===== src/rtl/bxc_pkg.sv =====
package bxc_pkg;

    localparam int NUM_SLOTS = 15;
    localparam int SLOT_W    = 4;

    typedef enum logic [1:0] {
        ST_OFF,
        ST_CAPT,
        ST_START,
        ST_BURST
    } bxc_state_t;

    // Map the raw code to a level 1..7; zero or a flagged decode gives 1.
    function automatic logic [2:0] bxc_decode_level(input logic [2:0] code,
                                                    input logic       invalid);
        logic [2:0] lvl;
        if (invalid || (code == 3'd0)) begin
            lvl = 3'd1;
        end else begin
            lvl = code;
        end
        return lvl;
    endfunction

endpackage


===== src/rtl/bxc_code_latch.sv =====
module bxc_code_latch (
    input  logic       clk,
    input  logic       rst_n,
    input  logic       cap_en,
    input  logic [2:0] set_code,
    input  logic       set_invalid,
    output logic [2:0] level_q
);
    import bxc_pkg::*;

    always_ff @(posedge clk or negedge rst_n) begin
        if (!rst_n) begin
            level_q <= 3'd1;
        end else if (cap_en) begin
            level_q <= bxc_decode_level(set_code, set_invalid);
        end
    end

    // the held level only moves in the capture cycle
    p_level_hold_r3: assert property (@(posedge clk) disable iff (!rst_n)
        !cap_en |=> $stable(level_q));

    // the held level is always one of the seven levels
    p_level_range_r4: assert property (@(posedge clk) disable iff (!rst_n)
        (level_q >= 3'd1) && (level_q <= 3'd7));

endmodule


===== src/rtl/bxc_startup_timer.sv =====
module bxc_startup_timer #(
    parameter int STARTUP_CYC = 20
) (
    input  logic clk,
    input  logic rst_n,
    input  logic run,
    output logic done
);
    localparam int CW = $clog2(STARTUP_CYC + 1);

    logic [CW-1:0] cnt_q;

    always_ff @(posedge clk or negedge rst_n) begin
        if (!rst_n) begin
            cnt_q <= '0;
        end else if (!run) begin
            cnt_q <= '0;
        end else if (!done) begin
            cnt_q <= cnt_q + 1'b1;
        end
    end

    assign done = run && (cnt_q == CW'(STARTUP_CYC - 1));

    // the start-up count never runs past its last cycle
    p_start_bound_r5: assert property (@(posedge clk) disable iff (!rst_n)
        cnt_q <= CW'(STARTUP_CYC - 1));

endmodule


===== src/rtl/bxc_slot_timer.sv =====
module bxc_slot_timer #(
    parameter int SLOT_CYC = 4
) (
    input  logic                      clk,
    input  logic                      rst_n,
    input  logic                      run,
    output logic [bxc_pkg::SLOT_W-1:0] slot_idx,
    output logic                      period_first
);
    import bxc_pkg::*;

    localparam int CW = $clog2(SLOT_CYC + 1);

    logic [CW-1:0]     cyc_q;
    logic [SLOT_W-1:0] slot_q;
    logic              slot_end;
    logic              period_end;

    assign slot_end   = (cyc_q == CW'(SLOT_CYC - 1));
    assign period_end = slot_end && (slot_q == SLOT_W'(NUM_SLOTS - 1));

    always_ff @(posedge clk or negedge rst_n) begin
        if (!rst_n) begin
            cyc_q  <= '0;
            slot_q <= '0;
        end else if (!run) begin
            cyc_q  <= '0;
            slot_q <= '0;
        end else if (period_end) begin
            cyc_q  <= '0;
            slot_q <= '0;
        end else if (slot_end) begin
            cyc_q  <= '0;
            slot_q <= slot_q + 1'b1;
        end else begin
            cyc_q  <= cyc_q + 1'b1;
        end
    end

    assign slot_idx     = slot_q;
    assign period_first = run && (cyc_q == '0) && (slot_q == '0);

    // the slot index stays inside the fifteen-slot period
    p_slot_range_r2: assert property (@(posedge clk) disable iff (!rst_n)
        slot_q < SLOT_W'(NUM_SLOTS));

endmodule


===== src/rtl/burst_xfer_ctrl.sv =====
module burst_xfer_ctrl #(
    parameter int SLOT_CYC    = 4,
    parameter int STARTUP_CYC = 20
) (
    input  logic       clk,
    input  logic       rst_n,
    input  logic       supply_ok,
    input  logic [2:0] set_code,
    input  logic       set_invalid,
    output logic       conv_on,
    output logic       burst_start
);
    import bxc_pkg::*;

    bxc_state_t        state_q;
    bxc_state_t        state_d;
    logic [2:0]        level_q;
    logic              start_done;
    logic [SLOT_W-1:0] slot_idx;
    logic              period_first;
    logic [SLOT_W-1:0] on_slots;

    bxc_code_latch u_latch (
        .clk         (clk),
        .rst_n       (rst_n),
        .cap_en      (state_q == ST_CAPT),
        .set_code    (set_code),
        .set_invalid (set_invalid),
        .level_q     (level_q)
    );

    bxc_startup_timer #(.STARTUP_CYC(STARTUP_CYC)) u_start (
        .clk   (clk),
        .rst_n (rst_n),
        .run   (state_q == ST_START),
        .done  (start_done)
    );

    bxc_slot_timer #(.SLOT_CYC(SLOT_CYC)) u_slot (
        .clk          (clk),
        .rst_n        (rst_n),
        .run          (state_q == ST_BURST),
        .slot_idx     (slot_idx),
        .period_first (period_first)
    );

    // Next-state logic
    always_comb begin
        state_d = state_q;
        unique case (state_q)
            ST_OFF:   if (supply_ok) state_d = ST_CAPT;
            ST_CAPT:  state_d = ST_START;
            ST_START: if (start_done) state_d = ST_BURST;
            ST_BURST: state_d = ST_BURST;
            default:  state_d = ST_OFF;
        endcase
        if (!supply_ok) begin
            state_d = ST_OFF;
        end
    end

    // State register
    always_ff @(posedge clk or negedge rst_n) begin
        if (!rst_n) begin
            state_q <= ST_OFF;
        end else begin
            state_q <= state_d;
        end
    end

    assign on_slots = {level_q, 1'b0};

    // Outputs
    always_comb begin
        conv_on     = 1'b0;
        burst_start = 1'b0;
        unique case (state_q)
            ST_OFF, ST_CAPT: begin
                conv_on     = 1'b0;
                burst_start = 1'b0;
            end
            ST_START: conv_on = 1'b1;
            ST_BURST: begin
                conv_on     = (slot_idx < on_slots);
                burst_start = period_first;
            end
            default: ;
        endcase
    end

    // a cycle with the supply absent is followed by silent outputs
    p_off_silent_r7: assert property (@(posedge clk) disable iff (!rst_n)
        !supply_ok |=> (!conv_on && !burst_start));

    // a period strobe always falls inside the on-time
    p_strobe_gate_r6: assert property (@(posedge clk) disable iff (!rst_n)
        burst_start |-> conv_on);

    // the strobe lasts one clock
    p_strobe_single_r6: assert property (@(posedge clk) disable iff (!rst_n)
        burst_start |=> !burst_start);

    // capture lasts exactly one clock
    p_capt_once_r9: assert property (@(posedge clk) disable iff (!rst_n)
        (state_q == ST_CAPT) |=> (state_q == ST_START || state_q == ST_OFF));

endmodule


===== config.mk =====
export PLATFORM = sky130hd
export DESIGN_NAME = burst_xfer_ctrl
export DESIGN_NICKNAME = d
export VERILOG_FILES = /design/src/rtl/bxc_pkg.sv /design/src/rtl/bxc_code_latch.sv /design/src/rtl/bxc_startup_timer.sv /design/src/rtl/bxc_slot_timer.sv /design/src/rtl/burst_xfer_ctrl.sv
export SDC_FILE = /design/constraint.sdc
export NUM_CORES = 1
export LEC_CHECK = 0
export ABC_AREA = 1
export BUFFER_PORTS_ARGS = -buffer_cell sky130_fd_sc_hd__buf_2
export CAP_MARGIN = 15
export CORE_ASPECT_RATIO = 1.1
export CORE_MARGIN = 2
export CORE_UTILIZATION = 54
export CTS_BUF_LIST = sky130_fd_sc_hd__clkbuf_8
export DETAILED_ROUTE_END_ITERATION = 10
export PLACE_DENSITY = 0.86
export SKIP_LAST_GASP = 1
export SLEW_MARGIN = 10
export SYNTH_ARGS = -nofsm -noshare
export SYNTH_HDL_FRONTEND = slang
export SYNTH_SLANG_ARGS = --single-unit
export TNS_END_PERCENT = 1

===== constraint.sdc =====
create_clock -name clk -period 1.08 [get_ports clk]
set_input_delay 0.054 -clock clk [delete_from_list [all_inputs] [get_ports clk]]
set_output_delay 0.054 -clock clk [all_outputs]
set_load 0.005 [all_outputs]

==> results of run 1 <==
==> metrics by stage <==
step | TNS, ns | std cells | cell area, um2 | power (mW) | setup slack (ns)
2_1_floorplan | 0 | 113 | 935 | 0.824 | 0.0113
3_3_place_gp | -0.0225 | 146 | 1060 | 0.885 | -0.0221
3_5_place_dp | -0.175 | 146 | 1060 | 0.897 | -0.0525
4_1_cts | -0.745 | 152 | 1130 | 1.40 | -0.262
5_1_grt | -2.22 | 153 | 1150 | 1.46 | -0.305
6_report | -1.34 | 153 | 1150 | 1.38 | -0.248
==> repair_timing <==
action | 4_1_cts | 5_1_grt
hold buffers | 1 | 0
gates cloned | 0 | 0
pin swaps | 2 | 3
resized for setup | 3 | 3
buffers inserted | 1 | 1
setup endpoints to repair | 9 | 11
hold endpoints to repair | 16 | 0
==> routing by layer <==
layer | share of wire [%] | routed length, um
met5 | 0 | 0
met4 | 3.5 | 62
met3 | 2.1 | 38
met2 | 50 | 886
met1 | 44 | 789
==> sequential cells by signal (all words and copies together), names as in the netlist <==
name,flops
u_start.cnt_q,5
u_slot.slot_idx,4
u_latch.level_q,3
u_slot.cyc_q,3
state_q,2
==> final cells by class <==
cell class,count,area [um2]
Tap cell,17,21.3
Multi-Input combinational cell,78,458
Clock buffer,3,41.3
Timing Repair Buffer,19,129
Sequential cell,17,427
Inverter,18,68.8
Clock inverter,1,3.75
Fill cell,129,447
==> synth_stat cells, drive strengths merged <==
master	number	area, um2
inv	17	63.8
dfstp	1	26.3
xnor2	1	8.76
dfrtp	16	400
nand3	11	55.1
xor2	1	8.76
a21oi	2	10.0
o21a	1	7.51
nor2	14	75.1
o21ai	3	15.0
nand2	30	118
nor3	4	20.0
nand4	3	18.8
ha	8	100
clkinv	1	5.00
==> worst paths after layout <==
kind | to | cells after the start
min in group asynchronous | u_latch.level_q[1] | 2
worst min register to register | u_latch.level_q[0] | 2
max in group asynchronous | u_latch.level_q[0] | 2
worst min-delay path | state_q[1] | 2
worst max register to register | u_slot.slot_idx[0] | 7
worst max-delay path | conv_on | 6
==> logic make-up (layout without fill, tap and decap cells) <==
family,after synthesis,count (layout),synth area share [%]
simple gates,62,62,30.7
buf+inv,18,41,7.38
flops,17,17,45.8
fa+ha+maj,8,8,10.7
compound gates,6,6,3.49
xor+xnor,2,2,1.88
==> power groups by stage <==
stage	Clock, mW	Combinational (mW)	Sequential (mW)
floorplan	0	0.110	0.714
global placement	0	0.171	0.714
detailed placement	0	0.180	0.717
CTS	0.481	0.208	0.706
global route	0.507	0.240	0.712
finish	0.465	0.211	0.707
==> layout by cell type, fill, tap and decap left out, drive strengths merged, types with 2 or more instances in the layout <==
master and n:
a21oi 2, buf 18, clkbuf 3, dfrtp 16, ha 8, inv 18, nand2 30, nand3 11
nand4 3, nor2 14, nor3 4, o21ai 3
==> critical path: cells and delay by family (launching register included) <==
| kind | cells | cell delay [ns] |
|---|---|---|
| buffers and inverters | 2 | 0.18 |
| flip-flops | 1 | 0.38 |
| adder cells (fa/ha/maj) | 1 | 0.20 |
| AND/OR/NAND/NOR | 2 | 0.15 |
| AO/OA/AOI/OAI | 1 | 0.11 |
==> flow_summary.yaml, run 1 <==
placed_design:
  place.gp.congestion: 0.858
  io_buffers: 8
  hpwlAfterDp_um: 1330
power_and_ir_drop:
  leakage_nw: 0.594
  pwr-share-comb_pct: 15.2
  p_clk_share_pct: 33.6
  power_density_nw_per_um2: 1200
  p_seq_share_pct: 51.1
  swShare_pct: 25.7
  intPower_mw: 1.03
  power_switching_mw: 0.355
  ir_worst_vdd_mv: 0.782
grt:
  met2_usage_pct: 35.0
  grt_first_pass_wirelength_um: 3010
  grt-ovfl-total: 0
  gr-usage-all-layers_pct: 20.6
  grt_max_degree: 18
  busiest_layer: "met2"
  grt_pass1_vias: 784
  met1_usage_pct: 22.8
  antenna_found_initial: 0
  grt_use_met3_pct: 4.53
route:
  dr.first_iter.drc_count: 10
  wl_per_cell_um: 11.6
  num_vias: 757
  postRouteWirelength_um: 1780
  ant_nets: 0
  drt_first_pass_iters: 4
  drc: 0
  vias_per_cell: 4.95
flow_run:
  cap_viol_max_count: 0
timing:
  min_period_ns: 1.33
  rsz0062_at_grt: "true"
  setup_violations: 11
  whs_ns: 0.0215
  worstMarginPinSlew_ns: 0.390
  slew_viol_final: 0
  finalCritPeriodShare_pct: 123
  fmax_mhz: 753
  clock_skew_ns: 0.00370
  slew_headroom_pct: 74.0
  fin_ws_ns: -0.248
  hold_violations: 0
yosys:
  syn_area_per_cell_um2: 8.25
  ys_types: 19
  netlist_area_um2: 932
  syn_nets: 128
  syn_inst: 113
  yosysSeqAreaShare_pct: 45.8
  ys_ff_latch: 17
  yosys_warnings: 0
die:
  ios: 9
  num_rows: 15
  die_h_um: 47.6
  initial_utilization_pct: 58.4
  die_area_um2: 2070
  die_w_um: 43.6
  core-area_um2: 1600
hold_path:
  hold_start: "supply_ok"
  hold_path_class: "input port to flip-flop"
cells_and_area:
  drive_gt1_share_pct: 29.4
  diodes: 0
  fin_util_pct: 72.0
  fin_nets: 152
  synthToLayoutAreaGrowth_pct: 23.2
setup_path:
  worst-path-max-fanout: 2
  worstSetupPathType: "flip-flop to output pin"
  arrival_ns: 1.27
  start_kind: "flip-flop"
  r2r_setup_slack_ns: -0.18
  crit_chain: "inv_2, ha_4, a21oi_2, nand3_1, nand2_1, buf_2"
  reg2reg_from: "u_slot.cyc_q[0]"
  slowest_delay_ns: 0.38
  startpoint: "u_latch.level_q[2]"
  required_ns: 1.03
  cp-end-kind: "output pin"
  critPathSlowestCell: "dfrtp_1"
run_status:
  status: "complete, but fails checks"
  failed_checks: "setup timing"
clock_network:
  cts.sinks: 17
  cts_max_path_buffers: 2
  clk_pin_slew_ns: 0.07
  clk_latency_ns: 0.25
  tritoncts: "done"
  root_buffer: "clkbuf_8"
  htreeDepth: 1
  cts_buffers: 3
Power figures use the tool's default switching activity.
==> run 2, diff against run 1 <==
--- a/config.mk
+++ b/config.mk
@@ -14,6 +14,7 @@
 export CTS_BUF_LIST = sky130_fd_sc_hd__clkbuf_8
 export DETAILED_ROUTE_END_ITERATION = 10
 export PLACE_DENSITY = 0.86
+export SKIP_CTS_REPAIR_TIMING = 1
 export SKIP_LAST_GASP = 1
 export SLEW_MARGIN = 10
 export SYNTH_ARGS = -nofsm -noshare
==> flow_summary.yaml, run 2 (same netlist as run 1, synthesis figures left out) <==
hold_path:
  whs_path_depth: 2
  hold_start: "supply_ok"
  hold_end: "state_q[1]"
  hold_path_class: "input port to flip-flop"
clock_network:
  cts.sinks: 17
  clk_pin_slew_ns: 0.07
  tritoncts: "done"
  root_buffer: "clkbuf_8"
  clk_latency_ns: 0.25
  cts_buffers: 3
  htreeDepth: 1
  cts_max_path_buffers: 2
setup_path:
  reg2reg_depth: 7
  crit_chain: "inv_2, ha_4, a21oi_2, nand3_1, nand2_1, buf_2"
  slowest_delay_ns: 0.37
  worstSetupPathType: "flip-flop to output pin"
  start_kind: "flip-flop"
  worst-path-max-fanout: 2
  worst_r2r_endpoint: "u_slot.slot_idx[0]"
  required_ns: 1.03
  critPathSlowestCell: "dfrtp_1"
  reg2reg_from: "u_slot.cyc_q[0]"
  startpoint: "u_latch.level_q[2]"
  cp-end-kind: "output pin"
  r2r_setup_slack_ns: -0.18
  arrival_ns: 1.27
cells_and_area:
  diodes: 0
  largest-register: "u_start.cnt_q"
  fin_nets: 152
  drive_gt1_share_pct: 29.4
  postLayoutCellArea_um2: 1150
  largest_register_ffs: 5
  final_cell_mix: "nand2_1, dfrtp_1, inv_1"
  final_common_cell: "nand2_1"
  synthToLayoutAreaGrowth_pct: 23.2
  n_fill_cell: 130
placed_design:
  io_buffers: 8
  placed_area_um2: 1060
  post-place-ws_ns: -0.0525
  place.gp.congestion: 0.858
  hpwlAfterDp_um: 1330
flow_run:
  cap_viol_max_count: 0
route:
  num_vias: 758
  wl_per_cell_um: 11.5
  ant_nets: 0
  postRouteWirelength_um: 1770
  dr.first_iter.drc_count: 12
  vias_per_cell: 4.95
  drt_first_pass_iters: 4
  drc: 0
timing:
  rsz0062_at_grt: "true"
  slew_headroom_pct: 74.0
  hold_violations: 0
  setup_tns_ns: -1.34
  fmax_mhz: 753
  worstMarginPinSlew_ns: 0.390
  finalCritPeriodShare_pct: 123
  clock_skew_ns: 0.00345
  slew_viol_final: 0
  min_period_ns: 1.33
  fin_ws_ns: -0.249
  setup_violations: 11
grt:
  grt_first_pass_wirelength_um: 2970
  grt_pass1_vias: 770
  gr-usage-all-layers_pct: 20.2
  grt-ovfl-total: 0
  grt_max_degree: 18
  antenna_found_initial: 0
run_status:
  status: "complete, but fails checks"
  failed_checks: "setup timing"
power_and_ir_drop:
  power_density_nw_per_um2: 1200
  ir_worst_vdd_mv: 0.786
  leakage_nw: 0.594
die:
  die_w_um: 43.6
  core-area_um2: 1600
  initial_utilization_pct: 58.4
  ios: 9
  die_area_um2: 2070
  die_h_um: 47.6
  num_rows: 15
==> run 2: worst max-delay path by stage <==
stage / to / slack [ns] / cells past startpoint
floorplan: u_start.cnt_q[1] / 0.01 / 6
global placement: conv_on / -0.02 / 6
detailed placement: conv_on / -0.05 / 6
CTS: conv_on / -0.36 / 6
global route: burst_start / -0.30 / 6
finish: conv_on / -0.25 / 6
==> run 2: metal layers <==
metal | share of wire [%] | track usage [%] | vias to the layer above | wire (um)
met5 | 0 | 0 | - | 0
met4 | 3.5 | 15.8 | 0 | 62
met3 | 2.2 | 4.53 | 7 | 38
met2 | 50 | 33.5 | 7 | 877
met1 | 45 | 23.1 | 342 | 787
li1 | - | - | 402 | -
==> run 2: critical path: cells and delay by family (launching register included) <==
| family | cells | cell delay [ns] |
|---|---|---|
| compound gates | 1 | 0.11 |
| simple gates | 2 | 0.15 |
| buf+inv | 2 | 0.18 |
| flops | 1 | 0.37 |
| fa+ha+maj | 1 | 0.20 |
==> run 2: where the power goes <==
part	switching [mW]	total, mW	internal (mW)
registers	0.0248	0.706	0.681
logic	0.117	0.210	0.0929
clock network	0.212	0.464	0.252
total	0.354	1.38	1.03
==> run 2: stage by stage <==
stage	hold WS [ns]	instances	power, mW	utilization (%)
after floorplan	-0.242	113	0.824	-
after global placement	-0.0103	146	0.885	66.2
after detailed placement	-0.000977	146	0.897	66.2
after CTS	-0.274	150	1.37	69.0
after global routing	0.0187	153	1.46	72.0
final	0.0222	153	1.38	72.0
==> run 2: cell type report <==
cell class | count | area [um2] | area share (%)
well taps | 17 | 21.3 | 1.85
repair buffers | 19 | 129 | 11.2
clock inverters | 1 | 3.75 | 0.327
flip-flops and latches | 17 | 427 | 37.1
multi-input cells | 78 | 458 | 39.9
inverters | 18 | 68.8 | 5.99
clock buffers | 3 | 41.3 | 3.59
==> run 3, diff against run 2 <==
--- a/config.mk
+++ b/config.mk
@@ -13,7 +13,7 @@
 export CORE_UTILIZATION = 54
 export CTS_BUF_LIST = sky130_fd_sc_hd__clkbuf_8
 export DETAILED_ROUTE_END_ITERATION = 10
-export PLACE_DENSITY = 0.86
+export PLACE_DENSITY = 0.77
 export SKIP_CTS_REPAIR_TIMING = 1
 export SKIP_LAST_GASP = 1
 export SLEW_MARGIN = 10
==> flow_summary.yaml, run 3 (same netlist as run 1, synthesis figures left out) <==
cells_and_area:
  postLayoutCellArea_um2: 1160
  final_common_cell: "nand2_1"
  synthToLayoutAreaGrowth_pct: 24.2
  largest-register: "u_start.cnt_q"
  final_cell_count_no_fill: 155
  diodes: 0
  largest_register_ffs: 5
  fin_nets: 154
  drive_gt1_share_pct: 29.7
  final_cell_mix: "nand2_1, dfrtp_1, inv_1, buf_4, nand3_1"
  n_fill_cell: 122
route:
  vias_per_cell: 5.23
  wl_per_cell_um: 12.7
  drt_first_pass_iters: 4
  dr.first_iter.drc_count: 15
  ant_nets: 0
  drc: 0
  num_vias: 810
  postRouteWirelength_um: 1960
timing:
  slew_headroom_pct: 75.5
  finalCritPeriodShare_pct: 125
  min_period_ns: 1.35
  setup_violations: 10
  fmax_mhz: 742
  fin_ws_ns: -0.267
  clock_skew_ns: 0.00216
  slew_viol_final: 0
  whs_ns: 0.0353
  worstMarginPinSlew_ns: 0.367
  hold_violations: 0
  rsz0062_at_grt: "true"
hold_path:
  hold_start: "supply_ok"
  hold_path_class: "input port to flip-flop"
  hold_end: "state_q[1]"
  whs_path_depth: 2
grt:
  grt_pass1_vias: 723
  gr-usage-all-layers_pct: 21.8
  grt-ovfl-total: 0
  grt_max_degree: 18
  antenna_found_initial: 0
  grt_first_pass_wirelength_um: 3170
setup_path:
  arrival_ns: 1.29
  reg2reg_from: "u_start.cnt_q[0]"
  slowest_delay_ns: 0.41
  reg2reg_depth: 6
  worst-path-max-fanout: 3
  r2r_setup_slack_ns: -0.09
  crit_chain: "ha_1, nand3_1, nand3_1, nand2_1, buf_2"
  required_ns: 1.03
  worstSetupPathType: "flip-flop to output pin"
  worst_r2r_endpoint: "u_start.cnt_q[1]"
  worst-path-buf-inv: 1
  path_depth: 5
  critPathSlowestCell: "dfrtp_1"
  cp-end-kind: "output pin"
  start_kind: "flip-flop"
  path_delay_family: "flip-flops"
  critPathMostFrequentCell: "nand3_1"
clock_network:
  clk_latency_ns: 0.25
  htreeDepth: 1
  clk_pin_slew_ns: 0.06
  cts_buffers: 3
  cts_max_path_buffers: 2
  cts.sinks: 17
  tritoncts: "done"
  root_buffer: "clkbuf_8"
placed_design:
  io_buffers: 8
  hpwlAfterDp_um: 1430
  placed_area_um2: 1090
  place.gp.congestion: 0.769
  dp.cells: 150
  post-place-ws_ns: -0.0622
power_and_ir_drop:
  power_density_nw_per_um2: 1200
  power_mw: 1.38
  leakage_nw: 0.605
  ir_worst_vdd_mv: 1.09
die:
  num_rows: 15
  initial_utilization_pct: 58.4
  core-area_um2: 1600
  die_h_um: 47.6
  die_w_um: 43.6
  die_area_um2: 2070
  ios: 9
run_status:
  failed_checks: "setup timing"
  status: "complete, but fails checks"
flow_run:
  cap_viol_max_count: 0
==> run 3: worst max-delay path by stage <==
| stage | startpoint | end | slack [ns] |
|---|---|---|---|
| global placement | u_latch.level_q[2] | conv_on | -0.0002 |
| finish | u_slot.slot_idx[2] | conv_on | -0.27 |
| floorplan | u_start.cnt_q[0] | u_start.cnt_q[1] | 0.01 |
| global route | u_slot.slot_idx[2] | conv_on | -0.35 |
| CTS | u_slot.slot_idx[3] | conv_on | -0.30 |
| detailed placement | u_slot.cyc_q[0] | u_slot.slot_idx[3] | -0.06 |
==> run 3: through the flow <==
stage	util, %	setup TNS [ns]
floorplan	-	0
global placement	68.1	-0.000229
detailed placement	68.1	-0.267
CTS	70.9	-0.918
global route	72.5	-1.91
finish	72.5	-0.899
==> run 3: layout make-up <==
type                    instances  area [um2]  area share [%]
clock buffers                   3        41.3            3.57
repair buffers                 21         140            12.1
inverters                      18        68.8            5.95
well taps                      17        21.3            1.84
flip-flops and latches         17         427            36.9
clock inverters                 1        3.75           0.324
multi-input cells              78         455            39.4
==> run 3: worst register-to-register path: stages, from the launching register on <==
cell and delay (ns):
dfrtp_1 0.35, ha_1 0.21, nand2_1 0.09, nor2_2 0.24
nor2_4 0.06, nand2_1 0.06, nand2_1 0.05
==> run 3: per-layer routing <==
metal | part of all wire (%) | wire, um | vias to the layer above | track usage [%]
li1 | - | - | 409 | -
met1 | 44 | 860 | 382 | 26.5
met2 | 52 | 1020 | 15 | 39.1
met3 | 3.0 | 59 | 4 | 4.53
met4 | 0.97 | 19 | 0 | 7.27
met5 | 0 | 0 | - | 0
==> run 3: power by group <==
part	internal, mW	switching (mW)	leakage (nW)	total [mW]
clock network	0.252	0.205	0.0269	0.457
registers	0.682	0.0245	0.229	0.706
logic	0.0906	0.130	0.350	0.220
total	1.02	0.360	0.605	1.38
